[config.mk]
export PLATFORM = sky130hd
export DESIGN_NAME = sdh_err_irq_top
export DESIGN_NICKNAME = d
export VERILOG_FILES = /design/src/rtl/sdh_err_pkg.sv /design/src/rtl/sdh_cmd_gate.sv /design/src/rtl/sdh_fifo_guard.sv /design/src/rtl/sdh_sticky_stat.sv /design/src/rtl/sdh_err_csr.sv /design/src/rtl/sdh_err_irq_top.sv
export SDC_FILE = /design/constraint.sdc
export NUM_CORES = 1
export LEC_CHECK = 0
export BUFFER_PORTS_ARGS = -buffer_cell sky130_fd_sc_hd__buf_4
export CAP_MARGIN = 10
export CORE_AREA = 2 2 66 68
export DETAILED_ROUTE_END_ITERATION = 7
export DIE_AREA = 0 0 68 70
export GPL_TIMING_DRIVEN = 0
export PLACE_DENSITY = 0.71
export SETUP_SLACK_MARGIN = 0.02
export SKIP_LAST_GASP = 1
export SLEW_MARGIN = 20
export SYNTH_ARGS = -nofsm -noshare
export SYNTH_HDL_FRONTEND = slang
export SYNTH_SLANG_ARGS = --single-unit
[constraint.sdc]
create_clock -name clk -period 1.1 [get_ports clk]
set_input_delay 0.165 -clock clk [delete_from_list [all_inputs] [get_ports clk]]
set_output_delay 0.165 -clock clk [all_outputs]
set_load 0.02 [all_outputs]
[src/rtl/sdh_err_pkg.sv]
// Package: shared constants for the SD host error collector.
// Holds source counts, status bit positions and register addresses.
package sdh_err_pkg;
    localparam int CMD_EVT_N = 3;
    localparam int DAT_EVT_N = 5;
    localparam int IDX_LOCK  = CMD_EVT_N + DAT_EVT_N;
    localparam int IDX_OVR   = IDX_LOCK + 1;
    localparam int IDX_UND   = IDX_LOCK + 2;
    localparam int SRC_N     = IDX_LOCK + 3;

    localparam int ADR_CTRL  = 0;
    localparam int ADR_MASK  = 1;
    localparam int ADR_RAW   = 2;
    localparam int ADR_FLAGS = 3;
endpackage

[src/rtl/sdh_cmd_gate.sv]
// Module: command holding buffer guard.
// Accepts a start request when the buffer is free, or when it is freed in
// the same cycle. Otherwise it refuses the request and pulses a locked event.
// Assumes cmd_taken_i is only raised while a command is held.
module sdh_cmd_gate (
    input  logic clk,
    input  logic rst_n,
    input  logic start_i,
    input  logic taken_i,
    output logic accept_o,
    output logic pending_o,
    output logic locked_o
);
    logic pend_q;
    logic free_now;

    // Decide acceptance from the current occupancy and the release.
    always_comb begin
        free_now = !pend_q || taken_i;
        accept_o = start_i && free_now;
        locked_o = start_i && !free_now;
    end

    // Track buffer occupancy.
    always_ff @(posedge clk) begin
        if (!rst_n)
            pend_q <= 1'b0;
        else if (accept_o)
            pend_q <= 1'b1;
        else if (taken_i)
            pend_q <= 1'b0;
    end

    assign pending_o = pend_q;
endmodule

[src/rtl/sdh_fifo_guard.sv]
// Module: software FIFO access guard.
// Blocks writes into a full FIFO and reads from an empty one, and reports
// each blocked access as a one-cycle event. Purely combinational.
module sdh_fifo_guard (
    input  logic wr_i,
    input  logic rd_i,
    input  logic full_i,
    input  logic empty_i,
    output logic wr_ok_o,
    output logic rd_ok_o,
    output logic ovr_o,
    output logic und_o
);
    // Gate strobes against the flags.
    always_comb begin
        wr_ok_o = wr_i && !full_i;
        rd_ok_o = rd_i && !empty_i;
        ovr_o   = wr_i && full_i;
        und_o   = rd_i && empty_i;
    end
endmodule

[src/rtl/sdh_sticky_stat.sv]
// Module: sticky status bits with write-1-to-clear.
// Each bit is set by its event and cleared only by its clear bit. When both
// occur in the same cycle, the set wins.
module sdh_sticky_stat #(
    parameter int N = 11
) (
    input  logic         clk,
    input  logic         rst_n,
    input  logic [N-1:0] set_i,
    input  logic [N-1:0] clr_i,
    output logic [N-1:0] raw_o
);
    logic [N-1:0] raw_q;

    for (genvar i = 0; i < N; i++) begin : g_bit
        // One sticky bit; set has priority over clear.
        always_ff @(posedge clk) begin
            if (!rst_n)
                raw_q[i] <= 1'b0;
            else if (set_i[i])
                raw_q[i] <= 1'b1;
            else if (clr_i[i])
                raw_q[i] <= 1'b0;
        end
    end

    assign raw_o = raw_q;
endmodule

[src/rtl/sdh_err_csr.sv]
// Module: register port and interrupt stage.
// Holds the enable and mask registers, decodes status clears, returns read
// data one cycle after the address, and registers the interrupt.
// Assumes DATA_W >= SRC_N and DATA_W >= 3.
module sdh_err_csr
    import sdh_err_pkg::*;
#(
    parameter int ADDR_W = 3,
    parameter int DATA_W = 32
) (
    input  logic              clk,
    input  logic              rst_n,
    input  logic [ADDR_W-1:0] addr_i,
    input  logic              wr_i,
    input  logic [DATA_W-1:0] wdata_i,
    input  logic [SRC_N-1:0]  raw_i,
    input  logic              full_i,
    input  logic              empty_i,
    input  logic              pending_i,
    output logic [SRC_N-1:0]  clr_o,
    output logic [DATA_W-1:0] rdata_o,
    output logic              irq_o
);
    localparam logic [ADDR_W-1:0] A_CTRL  = ADDR_W'(ADR_CTRL);
    localparam logic [ADDR_W-1:0] A_MASK  = ADDR_W'(ADR_MASK);
    localparam logic [ADDR_W-1:0] A_RAW   = ADDR_W'(ADR_RAW);
    localparam logic [ADDR_W-1:0] A_FLAGS = ADDR_W'(ADR_FLAGS);

    logic              en_q;
    logic [SRC_N-1:0]  mask_q;
    logic [DATA_W-1:0] rd_mux;
    logic [DATA_W-1:0] rdata_q;
    logic              irq_q;
    logic              wdata_unused;

    assign wdata_unused = ^wdata_i;

    // Decode the write-1-to-clear strobe for the status word.
    always_comb begin
        clr_o = '0;
        if (wr_i && addr_i == A_RAW)
            clr_o = wdata_i[SRC_N-1:0];
    end

    // Enable and mask registers.
    always_ff @(posedge clk) begin
        if (!rst_n) begin
            en_q   <= 1'b0;
            mask_q <= '0;
        end else if (wr_i) begin
            if (addr_i == A_CTRL) en_q   <= wdata_i[0];
            if (addr_i == A_MASK) mask_q <= wdata_i[SRC_N-1:0];
        end
    end

    // Select read data by address.
    always_comb begin
        rd_mux = '0;
        case (addr_i)
            A_CTRL:  rd_mux[0]         = en_q;
            A_MASK:  rd_mux[SRC_N-1:0] = mask_q;
            A_RAW:   rd_mux[SRC_N-1:0] = raw_i;
            A_FLAGS: rd_mux[2:0]       = {pending_i, empty_i, full_i};
            default: rd_mux            = '0;
        endcase
    end

    // Read data register and glitch-free interrupt stage.
    always_ff @(posedge clk) begin
        if (!rst_n) begin
            rdata_q <= '0;
            irq_q   <= 1'b0;
        end else begin
            rdata_q <= rd_mux;
            irq_q   <= en_q && (|(raw_i & mask_q));
        end
    end

    assign rdata_o = rdata_q;
    assign irq_o   = irq_q;
endmodule

[src/rtl/sdh_err_irq_top.sv]
// Module: SD host error and interrupt collector, top level.
// Combines command-path and data-path pulses with the command buffer and
// FIFO guards into a sticky status word, and masks it into one interrupt.
// Assumes the event inputs are synchronous one-cycle pulses.
module sdh_err_irq_top
    import sdh_err_pkg::*;
#(
    parameter int ADDR_W = 3,
    parameter int DATA_W = 32
) (
    input  logic                 clk,
    input  logic                 rst_n,
    input  logic [CMD_EVT_N-1:0] cmd_evt_i,
    input  logic [DAT_EVT_N-1:0] dat_evt_i,
    input  logic                 cmd_start_i,
    input  logic                 cmd_taken_i,
    output logic                 cmd_accept_o,
    output logic                 cmd_pending_o,
    input  logic                 sw_fifo_wr_i,
    input  logic                 sw_fifo_rd_i,
    input  logic                 fifo_full_i,
    input  logic                 fifo_empty_i,
    output logic                 fifo_wr_ok_o,
    output logic                 fifo_rd_ok_o,
    input  logic [ADDR_W-1:0]    reg_addr_i,
    input  logic                 reg_wr_i,
    input  logic [DATA_W-1:0]    reg_wdata_i,
    output logic [DATA_W-1:0]    reg_rdata_o,
    output logic                 irq_o
);
    logic             locked_evt;
    logic             ovr_evt;
    logic             und_evt;
    logic [SRC_N-1:0] set_vec;
    logic [SRC_N-1:0] clr_vec;
    logic [SRC_N-1:0] raw_q;

    sdh_cmd_gate u_cmd (
        .clk       (clk),
        .rst_n     (rst_n),
        .start_i   (cmd_start_i),
        .taken_i   (cmd_taken_i),
        .accept_o  (cmd_accept_o),
        .pending_o (cmd_pending_o),
        .locked_o  (locked_evt)
    );

    sdh_fifo_guard u_fifo (
        .wr_i    (sw_fifo_wr_i),
        .rd_i    (sw_fifo_rd_i),
        .full_i  (fifo_full_i),
        .empty_i (fifo_empty_i),
        .wr_ok_o (fifo_wr_ok_o),
        .rd_ok_o (fifo_rd_ok_o),
        .ovr_o   (ovr_evt),
        .und_o   (und_evt)
    );

    // Assemble the event vector in status bit order.
    assign set_vec = {und_evt, ovr_evt, locked_evt, dat_evt_i, cmd_evt_i};

    sdh_sticky_stat #(.N(SRC_N)) u_stat (
        .clk   (clk),
        .rst_n (rst_n),
        .set_i (set_vec),
        .clr_i (clr_vec),
        .raw_o (raw_q)
    );

    sdh_err_csr #(.ADDR_W(ADDR_W), .DATA_W(DATA_W)) u_csr (
        .clk       (clk),
        .rst_n     (rst_n),
        .addr_i    (reg_addr_i),
        .wr_i      (reg_wr_i),
        .wdata_i   (reg_wdata_i),
        .raw_i     (raw_q),
        .full_i    (fifo_full_i),
        .empty_i   (fifo_empty_i),
        .pending_i (cmd_pending_o),
        .clr_o     (clr_vec),
        .rdata_o   (reg_rdata_o),
        .irq_o     (irq_o)
    );
endmodule

==> flow_summary.toml <==
[run_status]
status = "complete, but fails checks"
violations = "setup timing"

[clock_network]
h-tree-depth = 2
cts_buffers = 5
clkSinkCount = 36
cts_max_path_buffers = 2
hold_buffers = 0
root_buffer = "clkbuf_8"
cts_tree = "built"
clk_latency_ps = 290
path_clk_slew_ps = 80

[synth]
ys_warn_count = 0
synthTopCellsByCount = "dfxtp_1 (36), nand2_1 (23), buf_4 (21)"
syn-cell-area_um2 = 1640
synth_most_common_cell = "dfxtp_1"
postSynthCellCount = 171
synth_top_area_cell = "dfxtp_1"
synth_seq_cells = 36
synth-xor-area-share = 0
synth_compound_area_frac = 0.233
synth.area.mux_share = 0.0336
synth-seq-area-share = 0.440
synth_fa_ha_area_frac = 0
synth_edf_count = 0
yosys.area_share.simple = 0.153
synth_area_leaders = "dfxtp_1 (44%), buf_4 (9.6%), a21boi_0 (7.3%)"
synthArstFlopShare = 0
synth_ff_type = "dfxtp_1"
synth_top_family_by_area = "compound AO/OA/AOI/OAI gates"
ys_types = 26
synth_top_area_frac = 0.440
avgSynthCellArea_um2 = 9.59

[worst_setup_path]
end_kind = "output port"
ff2ff_setup_slack_ps = 60
critPathKind = "reg2out"
cp.required_ps = 940
cp.arrival_ps = 980
r2r_end = "u_csr.rdata_o[0]"
crit_path_start_kind = "flip-flop"
critPathMaxFanout = 2
timing.rr.start = "u_stat.raw_o[0]"
reg2regPathDepth = 2

[sta]
final.setup.worst_slack_ps = -40.4
slew_violations = 0
setup_viol = 1
hold_viol_final = 0
rsz0062_at_grt = "yes"
holdWs_ps = 78.3
min_period_ps = 1140
worstMarginPinSlew_ps = 605
worst_slew_margin_rel = 0.597
fmax_mhz = 877
post-route-period-util = 1.04
finalClockSkew_ps = 5.76

[route]
vias_per_cell = 4.45
route.detailed.drc = 0
antenna_left = 0
via_count = 1322
wire_per_inst_um = 12.1
drt-initial-drc-count = 97
drt-total-wl_mm = 3.59
drt-pass1-iter-count = 5

[global_routing]
grt_max_degree = 13
grt.overflow.total = 0
grt_pass1_vias = 1171
antenna_found_initial = 0
grt_usage = 0.158
grt_pass1_wl_mm = 5.45

[run]
maxCapViolCount = 0

[layout]
nNetsFinal = 296
area_growth_syn_to_layout_pct = 38.2
n_antenna_cell = 0
drive_above_1_share = 0.371
utilization = 0.547

[min_path]
min_from = "cmd_evt_i[2]"
min_to = "u_stat.raw_o[2]"
hold_path_depth = 2
hp-class = "in2reg"

[floorplanning]
num_rows = 24
die_y_um = 70
dieWidth_um = 68
io-pin-count = 89
start_util = 0.396
core_area_um2 = 4140
dieArea_um2 = 4760

[power_and_ir_drop]
vdd_drop_max_uv = 476
power-per-cell-area_nw_per_um2 = 1320
p_leak_nw = 0.989
total_power_mw = 3.00

[placement]
dp_hpwl_mm = 2.60
io_buffers = 44
gp_congestion = 0.792
## placed cells by master (no fill, tap or decap), types with 2 or more instances in the layout
master and count:
a22o_1 2, a21boi_1 6, buf_6 5, buf_2 2, a22oi_1 9, buf_4 66
a221oi_2 2, clkbuf_1 4, mux2_2 2, dfxtp_1 35, a21boi_0 16, o21a_1 12
nor2b_1 7, and2_1 3, clkbuf_8 5, nand2_1 23, nor2_1 10, conb_1 21
## cell families after synthesis
family | Yosys count
AOI/OAI and AO/OA | 50
buffers and inverters | 31
muxes | 4
other | 1
and+or+nand+nor | 49
DFF | 36
## metal layers
layer	up-vias	part of all wire	GRT usage
met1	580	0.46	0.202
met4	0	0.018	0.0756
met2	43	0.46	0.244
met3	7	0.063	0.0386
met5	-	0	0
li1	692	-	-
## critical path: stages (launching register included)
cell and delay, ps:
dfxtp_2 330, nor2b_4 120, nor2b_1 100, buf_4 140
## layout make-up
cell class	count	area, um2
multi-input cells	124	791
flip-flops and latches	36	722
clock buffers	5	68.8
clock inverters	3	42.5
fillers	405	1880
well taps	52	65.1
repair buffers	46	349
plain buffers	31	228
## how the worst max path moves through the flow
stage               slack, ps            start              end  depth (start not counted)
floorplan                  90  u_cmd.pending_o     cmd_accept_o                          2
global placement           -4    reg_addr_i[2]  u_stat.raw_o[9]                          5
detailed placement        -10    reg_addr_i[2]  u_stat.raw_o[6]                          5
CTS                       -40  u_cmd.pending_o     cmd_accept_o                          3
global route              -90  u_cmd.pending_o     cmd_accept_o                          3
finish                    -40  u_cmd.pending_o     cmd_accept_o                          3
## registers in the layout, indices dropped and copies added (netlist names)
register / count
u_cmd.pending_o: 1
u_csr.mask_q: 11
u_csr.irq_o: 1
u_stat.raw_o: 11
u_csr.en_q: 1
u_csr.rdata_o: 11
## per-stage QoR
step           cells  setup TNS [ps]  setup slack [ps]  area [um2]
5_1_grt          297           -90.2             -90.2        2270
3_5_place_dp     287           -79.1             -14.2        2110
3_3_place_gp     287           -6.15             -4.43        2110
4_1_cts          297           -44.4             -44.4        2240
2_1_floorplan    191               0              91.0        1710
6_report         297           -40.4             -40.4        2270
## power by group
group / switching, mW / internal, mW
Clock: 0.493 / 0.671
Combinational: 0.216 / 0.234
Sequential: 0.0333 / 1.35
## timing repair
action / 4_1_cts / 5_1_grt
gates resized for setup: 3 / 4
setup endpoints to repair: 1 / 4
setup buffers: 2 / 0
Power figures use the tool's default switching activity.
